File: config.mk
export PLATFORM = sky130hd
export DESIGN_NAME = tsens_regbank
export DESIGN_NICKNAME = d
export VERILOG_FILES = /design/src/rtl/tsens_pkg.sv /design/src/rtl/tsens_host_seq.sv /design/src/rtl/tsens_ctrl_regs.sv /design/src/rtl/tsens_addr_dec.sv /design/src/rtl/tsens_regbank.sv
export SDC_FILE = /design/constraint.sdc
export NUM_CORES = 1
export LEC_CHECK = 0
export ABC_AREA = 1
export CORE_ASPECT_RATIO = 1.75
export CORE_UTILIZATION = 25
export CTS_BUF_LIST = sky130_fd_sc_hd__clkbuf_8
export DETAILED_ROUTE_END_ITERATION = 8
export PLACE_DENSITY = 0.55
export SLEW_MARGIN = 5
export SYNTH_ARGS = -nofsm -noshare
export SYNTH_HDL_FRONTEND = slang
export SYNTH_SLANG_ARGS = --single-unit
File: constraint.sdc
create_clock -name clk -period 2.8 [get_ports clk]
set_clock_uncertainty 0.1 [all_clocks]
set_input_delay 0.56 -clock clk [delete_from_list [all_inputs] [get_ports clk]]
set_output_delay 0.56 -clock clk [all_outputs]
set_load 0.02 [all_outputs]
File: src/rtl/tsens_pkg.sv
package tsens_pkg;
  localparam int BYTE_W  = 8;
  localparam int WORD_W  = 2 * BYTE_W;
  localparam int SEL_W   = 3;
  localparam int TEMP_W  = 13;
  localparam int LIM_LSB = 2;
  localparam int LIM_W   = 11;
  localparam int NLIM    = 3;
  localparam int STRAP_W = 3;
  localparam int ADDR_W  = 7;

  // limit slot order inside the limit vector
  localparam int LIM_HI   = 0;
  localparam int LIM_LO   = 1;
  localparam int LIM_CRIT = 2;

  // configuration word bit positions
  localparam int CFG_MODE   = 0;
  localparam int CFG_POL    = 1;
  localparam int CFG_CONLY  = 2;
  localparam int CFG_OEN    = 3;
  localparam int CFG_STAT   = 4;
  localparam int CFG_CLR    = 5;
  localparam int CFG_ALOCK  = 6;
  localparam int CFG_CLOCK  = 7;
  localparam int CFG_SHDN   = 8;
  localparam int CFG_HYST   = 9;

  typedef enum logic [SEL_W-1:0] {
    SEL_CAP  = 3'd0,
    SEL_CFG  = 3'd1,
    SEL_HI   = 3'd2,
    SEL_LO   = 3'd3,
    SEL_CRIT = 3'd4,
    SEL_TEMP = 3'd5
  } sel_e;

  typedef struct packed {
    logic [1:0] hyst;
    logic       shutdown;
    logic       crit_lock;
    logic       alarm_lock;
    logic       out_en;
    logic       crit_only;
    logic       polarity;
    logic       event_mode;
  } cfg_t;
endpackage

File: src/rtl/tsens_host_seq.sv
module tsens_host_seq
  import tsens_pkg::*;
#(
  parameter int BW = BYTE_W,
  localparam int WW = 2 * BW
) (
  input  logic          clk,
  input  logic          rst_n,
  input  logic          ptr_we,
  input  logic          wr_byte,
  input  logic          rd_byte,
  input  logic [BW-1:0] wdata,
  input  logic [WW-1:0] rd_word,
  output logic [BW-1:0] ptr_q,
  output logic          commit,
  output logic [WW-1:0] commit_word,
  output logic [BW-1:0] rdata
);
  logic [BW-1:0] ptr_d, hold_q, hold_d, shadow_q, shadow_d, rdata_q, rdata_d;
  logic          wr_phase_q, wr_phase_d, rd_phase_q, rd_phase_d;

  always_comb begin
    ptr_d      = ptr_q;
    hold_d     = hold_q;
    shadow_d   = shadow_q;
    rdata_d    = rdata_q;
    wr_phase_d = wr_phase_q;
    rd_phase_d = rd_phase_q;
    if (ptr_we) begin
      ptr_d      = wdata;
      wr_phase_d = 1'b0;
      rd_phase_d = 1'b0;
    end else begin
      if (wr_byte) begin
        if (!wr_phase_q) begin
          hold_d     = wdata;
          wr_phase_d = 1'b1;
        end else begin
          wr_phase_d = 1'b0;
        end
      end
      if (rd_byte) begin
        if (!rd_phase_q) begin
          rdata_d    = rd_word[WW-1:BW];
          shadow_d   = rd_word[BW-1:0];
          rd_phase_d = 1'b1;
        end else begin
          rdata_d    = shadow_q;
          rd_phase_d = 1'b0;
        end
      end
    end
  end

  always_ff @(posedge clk or negedge rst_n) begin
    if (!rst_n) begin
      ptr_q      <= '0;
      hold_q     <= '0;
      shadow_q   <= '0;
      rdata_q    <= '0;
      wr_phase_q <= 1'b0;
      rd_phase_q <= 1'b0;
    end else begin
      ptr_q      <= ptr_d;
      hold_q     <= hold_d;
      shadow_q   <= shadow_d;
      rdata_q    <= rdata_d;
      wr_phase_q <= wr_phase_d;
      rd_phase_q <= rd_phase_d;
    end
  end

  assign commit      = !ptr_we && wr_byte && wr_phase_q;
  assign commit_word = {hold_q, wdata};
  assign rdata       = rdata_q;

  AST_PTR_RESTART: assert property (@(posedge clk) disable iff (!rst_n)
    ptr_we |=> (!wr_phase_q && !rd_phase_q));
endmodule

File: src/rtl/tsens_ctrl_regs.sv
module tsens_ctrl_regs
  import tsens_pkg::*;
#(
  parameter int LW = LIM_W,
  parameter int LSB = LIM_LSB,
  parameter int NL = NLIM
) (
  input  logic              clk,
  input  logic              rst_n,
  input  logic              wr_cfg,
  input  logic [NL-1:0]     wr_lim,
  input  logic [WORD_W-1:0] wword,
  output cfg_t              cfg_q,
  output logic [NL*LW-1:0]  lim_q,
  output logic              clr_pulse
);
  cfg_t       cfg_d;
  logic       clr_d;
  logic       locked;
  logic [NL-1:0] lim_lock;
  logic       unused_top_bits;

  assign locked          = cfg_q.alarm_lock | cfg_q.crit_lock;
  assign unused_top_bits = ^wword[WORD_W-1:LSB+LW];

  always_comb begin
    cfg_d = cfg_q;
    clr_d = 1'b0;
    if (wr_cfg) begin
      cfg_d.hyst       = wword[CFG_HYST +: 2];
      cfg_d.shutdown   = wword[CFG_SHDN];
      cfg_d.crit_lock  = wword[CFG_CLOCK];
      cfg_d.alarm_lock = wword[CFG_ALOCK];
      cfg_d.out_en     = wword[CFG_OEN];
      cfg_d.crit_only  = wword[CFG_CONLY];
      clr_d            = wword[CFG_CLR];
      if (!locked) begin
        cfg_d.polarity   = wword[CFG_POL];
        cfg_d.event_mode = wword[CFG_MODE];
      end
    end
  end

  always_ff @(posedge clk or negedge rst_n) begin
    if (!rst_n) begin
      cfg_q     <= '0;
      clr_pulse <= 1'b0;
    end else begin
      cfg_q     <= cfg_d;
      clr_pulse <= clr_d;
    end
  end

  always_comb begin
    lim_lock           = '0;
    lim_lock[LIM_HI]   = cfg_q.alarm_lock;
    lim_lock[LIM_LO]   = cfg_q.alarm_lock;
    lim_lock[LIM_CRIT] = cfg_q.crit_lock;
  end

  for (genvar i = 0; i < NL; i++) begin : g_lim
    logic [LW-1:0] q, d;
    always_comb begin
      d = q;
      if (wr_lim[i] && !lim_lock[i]) d = wword[LSB +: LW];
    end
    always_ff @(posedge clk or negedge rst_n) begin
      if (!rst_n) q <= '0;
      else        q <= d;
    end
    assign lim_q[i*LW +: LW] = q;
  end

  AST_ALARM_LOCK: assert property (@(posedge clk) disable iff (!rst_n)
    ((wr_lim[LIM_HI] || wr_lim[LIM_LO]) && cfg_q.alarm_lock)
      |=> ($stable(lim_q[LIM_HI*LW +: LW]) && $stable(lim_q[LIM_LO*LW +: LW])));
  AST_CRIT_LOCK: assert property (@(posedge clk) disable iff (!rst_n)
    (wr_lim[LIM_CRIT] && cfg_q.crit_lock) |=> $stable(lim_q[LIM_CRIT*LW +: LW]));
  AST_MODE_FROZEN: assert property (@(posedge clk) disable iff (!rst_n)
    (wr_cfg && (cfg_q.alarm_lock || cfg_q.crit_lock))
      |=> ($stable(cfg_q.polarity) && $stable(cfg_q.event_mode)));
  AST_CLR_SINGLE: assert property (@(posedge clk) disable iff (!rst_n)
    clr_pulse |=> !clr_pulse);
endmodule

File: src/rtl/tsens_addr_dec.sv
module tsens_addr_dec
  import tsens_pkg::*;
#(
  parameter int SW = STRAP_W,
  parameter int AW = ADDR_W,
  parameter logic [AW-SW-1:0] PREFIX = 4'b0011
) (
  input  logic [SW-1:0] strap,
  input  logic [AW-1:0] bus_addr,
  output logic          hit
);
  logic [AW-1:0] own_addr;
  assign own_addr = {PREFIX, strap};
  assign hit      = (bus_addr == own_addr);
endmodule

File: src/rtl/tsens_regbank.sv
module tsens_regbank
  import tsens_pkg::*;
#(
  parameter logic [3:0]        ADDR_PREFIX = 4'b0011,
  parameter logic [WORD_W-1:0] CAP_VALUE   = 16'h0001
) (
  input  logic               clk,
  input  logic               rst_n,
  input  logic               host_ptr_we,
  input  logic               host_wr,
  input  logic               host_rd,
  input  logic [BYTE_W-1:0]  host_wdata,
  output logic [BYTE_W-1:0]  host_rdata,
  input  logic               temp_valid,
  input  logic [TEMP_W-1:0]  temp_value,
  input  logic               temp_over_crit,
  input  logic               temp_over_win,
  input  logic               temp_under_win,
  input  logic               evt_status,
  input  logic [STRAP_W-1:0] strap,
  input  logic [ADDR_W-1:0]  bus_addr,
  output logic               addr_hit,
  output logic               cfg_event_mode,
  output logic               cfg_active_high,
  output logic               cfg_crit_only,
  output logic               cfg_evt_enable,
  output logic               cfg_shutdown,
  output logic [1:0]         cfg_hyst,
  output logic               clr_event,
  output logic [LIM_W-1:0]   lim_upper,
  output logic [LIM_W-1:0]   lim_lower,
  output logic [LIM_W-1:0]   lim_crit
);
  localparam int PAD_HI = WORD_W - LIM_W - LIM_LSB;

  logic [BYTE_W-1:0]   ptr_q;
  logic                commit;
  logic [WORD_W-1:0]   commit_word, rd_word, cfg_rd;
  logic                ptr_ok;
  logic [SEL_W-1:0]    sel;
  logic                wr_cfg;
  logic [NLIM-1:0]     wr_lim;
  cfg_t                cfg_q;
  logic [NLIM*LIM_W-1:0] lim_q;
  logic [WORD_W-1:0]   temp_q, temp_d;

  tsens_host_seq #(.BW(BYTE_W)) u_seq (
    .clk(clk), .rst_n(rst_n), .ptr_we(host_ptr_we), .wr_byte(host_wr),
    .rd_byte(host_rd), .wdata(host_wdata), .rd_word(rd_word), .ptr_q(ptr_q),
    .commit(commit), .commit_word(commit_word), .rdata(host_rdata)
  );

  assign ptr_ok = (ptr_q[BYTE_W-1:SEL_W] == '0);
  assign sel    = ptr_q[SEL_W-1:0];

  always_comb begin
    wr_cfg           = commit && ptr_ok && (sel == SEL_CFG);
    wr_lim           = '0;
    wr_lim[LIM_HI]   = commit && ptr_ok && (sel == SEL_HI);
    wr_lim[LIM_LO]   = commit && ptr_ok && (sel == SEL_LO);
    wr_lim[LIM_CRIT] = commit && ptr_ok && (sel == SEL_CRIT);
  end

  tsens_ctrl_regs #(.LW(LIM_W), .LSB(LIM_LSB), .NL(NLIM)) u_ctrl (
    .clk(clk), .rst_n(rst_n), .wr_cfg(wr_cfg), .wr_lim(wr_lim),
    .wword(commit_word), .cfg_q(cfg_q), .lim_q(lim_q), .clr_pulse(clr_event)
  );

  tsens_addr_dec #(.SW(STRAP_W), .AW(ADDR_W), .PREFIX(ADDR_PREFIX)) u_addr (
    .strap(strap), .bus_addr(bus_addr), .hit(addr_hit)
  );

  // sample word: flags above the temperature field
  always_comb begin
    temp_d = temp_q;
    if (temp_valid) temp_d = {temp_over_crit, temp_over_win, temp_under_win, temp_value};
  end

  always_ff @(posedge clk or negedge rst_n) begin
    if (!rst_n) temp_q <= '0;
    else        temp_q <= temp_d;
  end

  always_comb begin
    cfg_rd               = '0;
    cfg_rd[CFG_MODE]     = cfg_q.event_mode;
    cfg_rd[CFG_POL]      = cfg_q.polarity;
    cfg_rd[CFG_CONLY]    = cfg_q.crit_only;
    cfg_rd[CFG_OEN]      = cfg_q.out_en;
    cfg_rd[CFG_STAT]     = evt_status;
    cfg_rd[CFG_ALOCK]    = cfg_q.alarm_lock;
    cfg_rd[CFG_CLOCK]    = cfg_q.crit_lock;
    cfg_rd[CFG_SHDN]     = cfg_q.shutdown;
    cfg_rd[CFG_HYST +: 2] = cfg_q.hyst;
  end

  always_comb begin
    rd_word = '0;
    if (ptr_ok) begin
      case (sel)
        SEL_CAP:  rd_word = CAP_VALUE;
        SEL_CFG:  rd_word = cfg_rd;
        SEL_HI:   rd_word = {{PAD_HI{1'b0}}, lim_q[LIM_HI*LIM_W +: LIM_W], {LIM_LSB{1'b0}}};
        SEL_LO:   rd_word = {{PAD_HI{1'b0}}, lim_q[LIM_LO*LIM_W +: LIM_W], {LIM_LSB{1'b0}}};
        SEL_CRIT: rd_word = {{PAD_HI{1'b0}}, lim_q[LIM_CRIT*LIM_W +: LIM_W], {LIM_LSB{1'b0}}};
        SEL_TEMP: rd_word = temp_q;
        default:  rd_word = '0;
      endcase
    end
  end

  assign cfg_event_mode  = cfg_q.event_mode;
  assign cfg_active_high = cfg_q.polarity;
  assign cfg_crit_only   = cfg_q.crit_only;
  assign cfg_evt_enable  = cfg_q.out_en;
  assign cfg_shutdown    = cfg_q.shutdown;
  assign cfg_hyst        = cfg_q.hyst;
  assign lim_upper       = lim_q[LIM_HI*LIM_W +: LIM_W];
  assign lim_lower       = lim_q[LIM_LO*LIM_W +: LIM_W];
  assign lim_crit        = lim_q[LIM_CRIT*LIM_W +: LIM_W];

  AST_SAMPLE_HOLD: assert property (@(posedge clk) disable iff (!rst_n)
    !temp_valid |=> $stable(temp_q));
endmodule

== Word-level counts from Yosys, hierarchy flattened ==
Index checks and enable logic that the tools add are counted.

* Eq/ne operators: 6
* Muxes and demuxes: 10
* Bitwise gates (word level): 5
* Reduce and logical (&&, ||, !) cells: 21

{| class="wikitable"
|+ Operator list
! operator !! count
|-
| $pmux 16 s6 || 1
|-
| $mux 16 || 1
|-
| $logic_and 1x1->1 || 10
|-
| $mux 8 || 1
|-
| $eq 7x5->1 || 1
|-
| $mux 1 || 7
|-
| $eq 3x2->1 const B || 2
|-
| $eq 3x3->1 const B || 2
|-
| $reduce_and 3->1 || 2
|-
| $logic_not 5->1 || 1
|-
| $not 1->1 || 4
|-
| $reduce_and 2->1 || 2
|-
| $reduce_bool 2->1 || 2
|-
| $eq 3x1->1 const B || 1
|-
| $logic_not 1->1 || 3
|-
| $logic_not 3->1 || 1
|-
| $or 1x1->1 || 1
|}

* Register bits: 90
* Bits of input ports: 41
* Output and inout bits: 50
* Word-level logic and storage cells: 61

== Depth between registers and ports, before layout ==
* Depth in word-level cells: 6
* Depth in mapped cells: 9
* Mapped depth without buffers: 8

== Modules after synthesis ==
From an unflattened synthesis, not the netlist that was laid out.

* Cell total of the unflattened synthesis: 544
* Area, all modules: 4,674.5 um2

{| class="wikitable"
|+ By module, submodules not included
! module !! times used !! cells an instance !! area an instance (um2) !! sequential area each (um2)
|-
| tsens_ctrl_regs || 1 || 157 || 1,750.4 || 1,076.0
|-
| tsens_host_seq || 1 || 180 || 1,527.7 || 850.8
|-
| tsens_regbank || 1 || 188 || 1,317.5 || 400.4
|-
| tsens_addr_dec || 1 || 19 || 78.8 || 0.0
|}

== Worst setup path before layout ==
OpenSTA, ideal clock, no wires.

* Kind: input to output
* Start: input port bus_addr[5]
* End: output port addr_hit
* Arrival time: 1,433 ps
* Data required time: 2,140 ps
* Slack: 707 ps
* Cell stages on the path: 3
* Path buffers: 0
* Cells stage by stage: nor2_1 nand3_1 nor4_1

* Longest elaborated chain between the ends: 1

{| class="wikitable"
|+ RTL lines
! what !! RTL line !! RTL
|-
| start: declaration || tsens_regbank.sv:21 || <nowiki>input logic [ADDR_W-1:0] bus_addr,</nowiki>
|-
| $eq 7x5->1 || tsens_addr_dec.sv:14 || <nowiki>assign hit = (bus_addr == own_addr);</nowiki>
|-
| end: declaration || tsens_regbank.sv:22 || <nowiki>output logic addr_hit,</nowiki>
|}

No other way between the ends.

== Worst setup path after layout ==
Same ends and word-level chain as after synthesis.

==> impl_metrics.toml <==
[cts]
postCtsSetupBuffers = 0
cts.clk_slew.worst_paths_ns = 0.09
cts-resized-gates = 0
cts_tree = "done"
cts.sinks = 90
postCtsHoldBufs = 0
clockBufferDepth = 2
clockRootBuffer = "clkbuf_8"
htree_levels = 3
insertion_delay_ns = 0.37
cts_buffers = 9

[pwr]
p_leak_nw = 2.40
pwr-share-seq_pct = 51.3
p_sw_uw = 756
sw_frac_of_total_pct = 27.0
power_frac_comb_pct = 13.8
p_int_mw = 2.04
power_mw = 2.80
pwr-share-clk_pct = 34.9
ir_drop_v = 0.000190
power.density_nw_per_um2 = 517

[grt]
grtUsageTotal_pct = 14.5
grt_max_degree = 33
grt_pass1_wl_um = 18800
grt_pass1_vias = 3514
overflow = 0
grt_antenna_before_repair = 0

[detailed_routing]
ant_nets = 0
drc = 0
wl_um = 11500
num_vias = 3299
via_per_inst = 4.50
drtPass1Iterations = 4
wl_per_cell_um = 15.7
drtIter0Drc = 152

[cells_and_area]
layout-drive-gt1-share_pct = 13.4
n_fill_cell = 1678
nNetsFinal = 580
antennaDiodeCount = 0
multi_input_area_um2 = 1550
area_delta_synth_final_pct = 31.3
instances_no_fill = 733
register_area_um2 = 2250

[sta]
tns_ns = 0
finalHoldViolCount = 0
rsz0062_at_grt = "false"
final.min_clock_period_ns = 2.70
final-setup-viol-count = 0
max_freq_ghz = 0.370
period_share_pct = 96.4
tightest_slew_ns = 0.657
slew_headroom_pct = 56.0
finalMaxSlewViolations = 0

[synth]
async_reset_ff_share_pct = 100
ys_seq_elements = 90
synthTopCellsByCount = "nand2_1, dfrtp_1, o21ai_0, inv_1, o21ai_2"
yosys.area_share.adder_pct = 0
yosys_warnings = 0
yosysTopAreaCell = "dfrtp_1"
syn_inst = 447
ys_seq_area_share_pct = 54.7
synth.avg_cell_area_um2 = 9.21
synth_most_common_cell = "nand2_1"
synth_top_area_share_pct = 54.7
synth.area.mux_share_pct = 2.19
synth_compound_area_share_pct = 14.8
yosys.cell_types.count = 30
syn_area_um2 = 4120
synth_nets = 488
synth_top_flop_cell = "dfrtp_1"
synth_edf_count = 0
synth.area.top_cells = "dfrtp_1, nand2_1, o21ai_2"
synth-simple-area-share_pct = 19.9
synth-xor-area-share_pct = 0.638
synth_top_family_by_area = "simple AND/OR/NAND/NOR gates"

[floorplanning]
die_y_um = 172
rows = 61
num_io_pins = 91
die_w_um = 99.0
start_util_pct = 25.7
die_area_um2 = 17000
placeableCoreArea_um2 = 16000

[setup_path]
r2r-end = "u_seq.rdata[0]"
worstSetupStartpointType = "input pin"
crit_required_ns = 2.14
r2r.worst_path.cells = 7
reg2reg_from = "u_seq.ptr_q[0]"
cp.arrival_ns = 2.04
path_max_fanout = 1
endpoint_kind = "primary output"
reg2reg_slack_ns = 0.81
critical_path_class = "input pin to primary output"

[min_path]
hold_class = "input pin to async pin"

[place]
port_buffers = 90
dp.cells = 717
gp_congestion = 0.823
dp_hpwl_um = 8960

[run]
maxCapViolations = 0

[outcome]
outcome = "completed"
-- state kept, by name (all words and copies together), names as in the netlist --
register,cells
u_ctrl.clr_pulse,1
u_seq.wr_phase_q,1
u_seq.rdata,8
u_seq.shadow_q,8
u_ctrl.g_lim.q,33
temp_q,16
u_seq.hold_q,5
u_ctrl.cfg_q,9
u_seq.rd_phase_q,1
u_seq.ptr_q,8
-- cells by family (layout without fill, tap and decap cells) --
kind of cell,Yosys count,after routing
AO/OA/AOI/OAI,99,99
XOR/XNOR,3,3
buffers and inverters,62,159
flip-flops,90,90
multiplexers,8,8
AND/OR/NAND/NOR,185,185
-- worst max path at each step --
stage / from / end / slack (ns)
4_1_cts: bus_addr[5] / addr_hit / 0.08
5_1_grt: bus_addr[5] / addr_hit / 0.05
6_report: bus_addr[5] / addr_hit / 0.10
3_5_place_dp: bus_addr[5] / addr_hit / 0.08
2_1_floorplan: bus_addr[5] / addr_hit / 0.71
3_3_place_gp: bus_addr[5] / addr_hit / 0.09
-- cells in the final DEF (no fill, tap or decap), drive strengths merged, types with 2 or more instances in the layout --
cell,instances
nand2,130
a21oi,6
a31oi,3
nor3,2
clkdlybuf4s50,89
nand3,16
mux2,8
clkinv,4
nand4,8
nor2,27
o211ai,4
buf,10
o21bai,2
clkbuf,9
xor2,3
inv,45
o21ai,83
dfrtp,90
bufinv,2
-- worst max-delay path: stages --
cell,delay (ns)
clkdlybuf4s50_1,0.40
nor2_1,0.10
nand3_1,0.07
nor4_1,0.26
clkdlybuf4s50_1,0.65
-- stage by stage --
| stage | cell area [um2] | util [%] | hold slack, ns | worst slack (ns) |
|---|---|---|---|---|
| 2_1_floorplan | 4120 | - | 0.164 | 0.707 |
| 3_5_place_dp | 5190 | 32.4 | 0.366 | 0.0770 |
| 6_report | 5400 | 33.7 | 0.0253 | 0.100 |
| 3_3_place_gp | 5190 | 32.4 | 0.360 | 0.0871 |
| 4_1_cts | 5400 | 33.7 | 0.0378 | 0.0778 |
| 5_1_grt | 5400 | 33.7 | 0.0477 | 0.0486 |
-- metal layers --
layer  vias up  GRT usage [%]  share of wire, %
li1       1639              -                 -
met1      1587           16.0                39
met2        60           26.9                55
met3        13           2.97               4.2
met4         0           5.65               1.9
met5         -              0                 0
-- power by group through the flow --
stage	logic, mW	clock network [mW]	registers (mW)
detailed placement	0.391	0	1.46
finish	0.385	0.975	1.44
global route	0.429	1.05	1.45
global placement	0.386	0	1.46
floorplan	0.177	0	1.46
CTS	0.393	0.999	1.44
-- layout make-up --
class	count	area share (%)
Sequential cell	90	41.7
Inverter	44	3.20
Tap cell	189	4.38
Multi-Input combinational cell	295	28.6
Clock buffer	9	2.29
Timing Repair Buffer	99	18.1
Clock inverter	7	1.71
(Power assumes the default switching activity.)
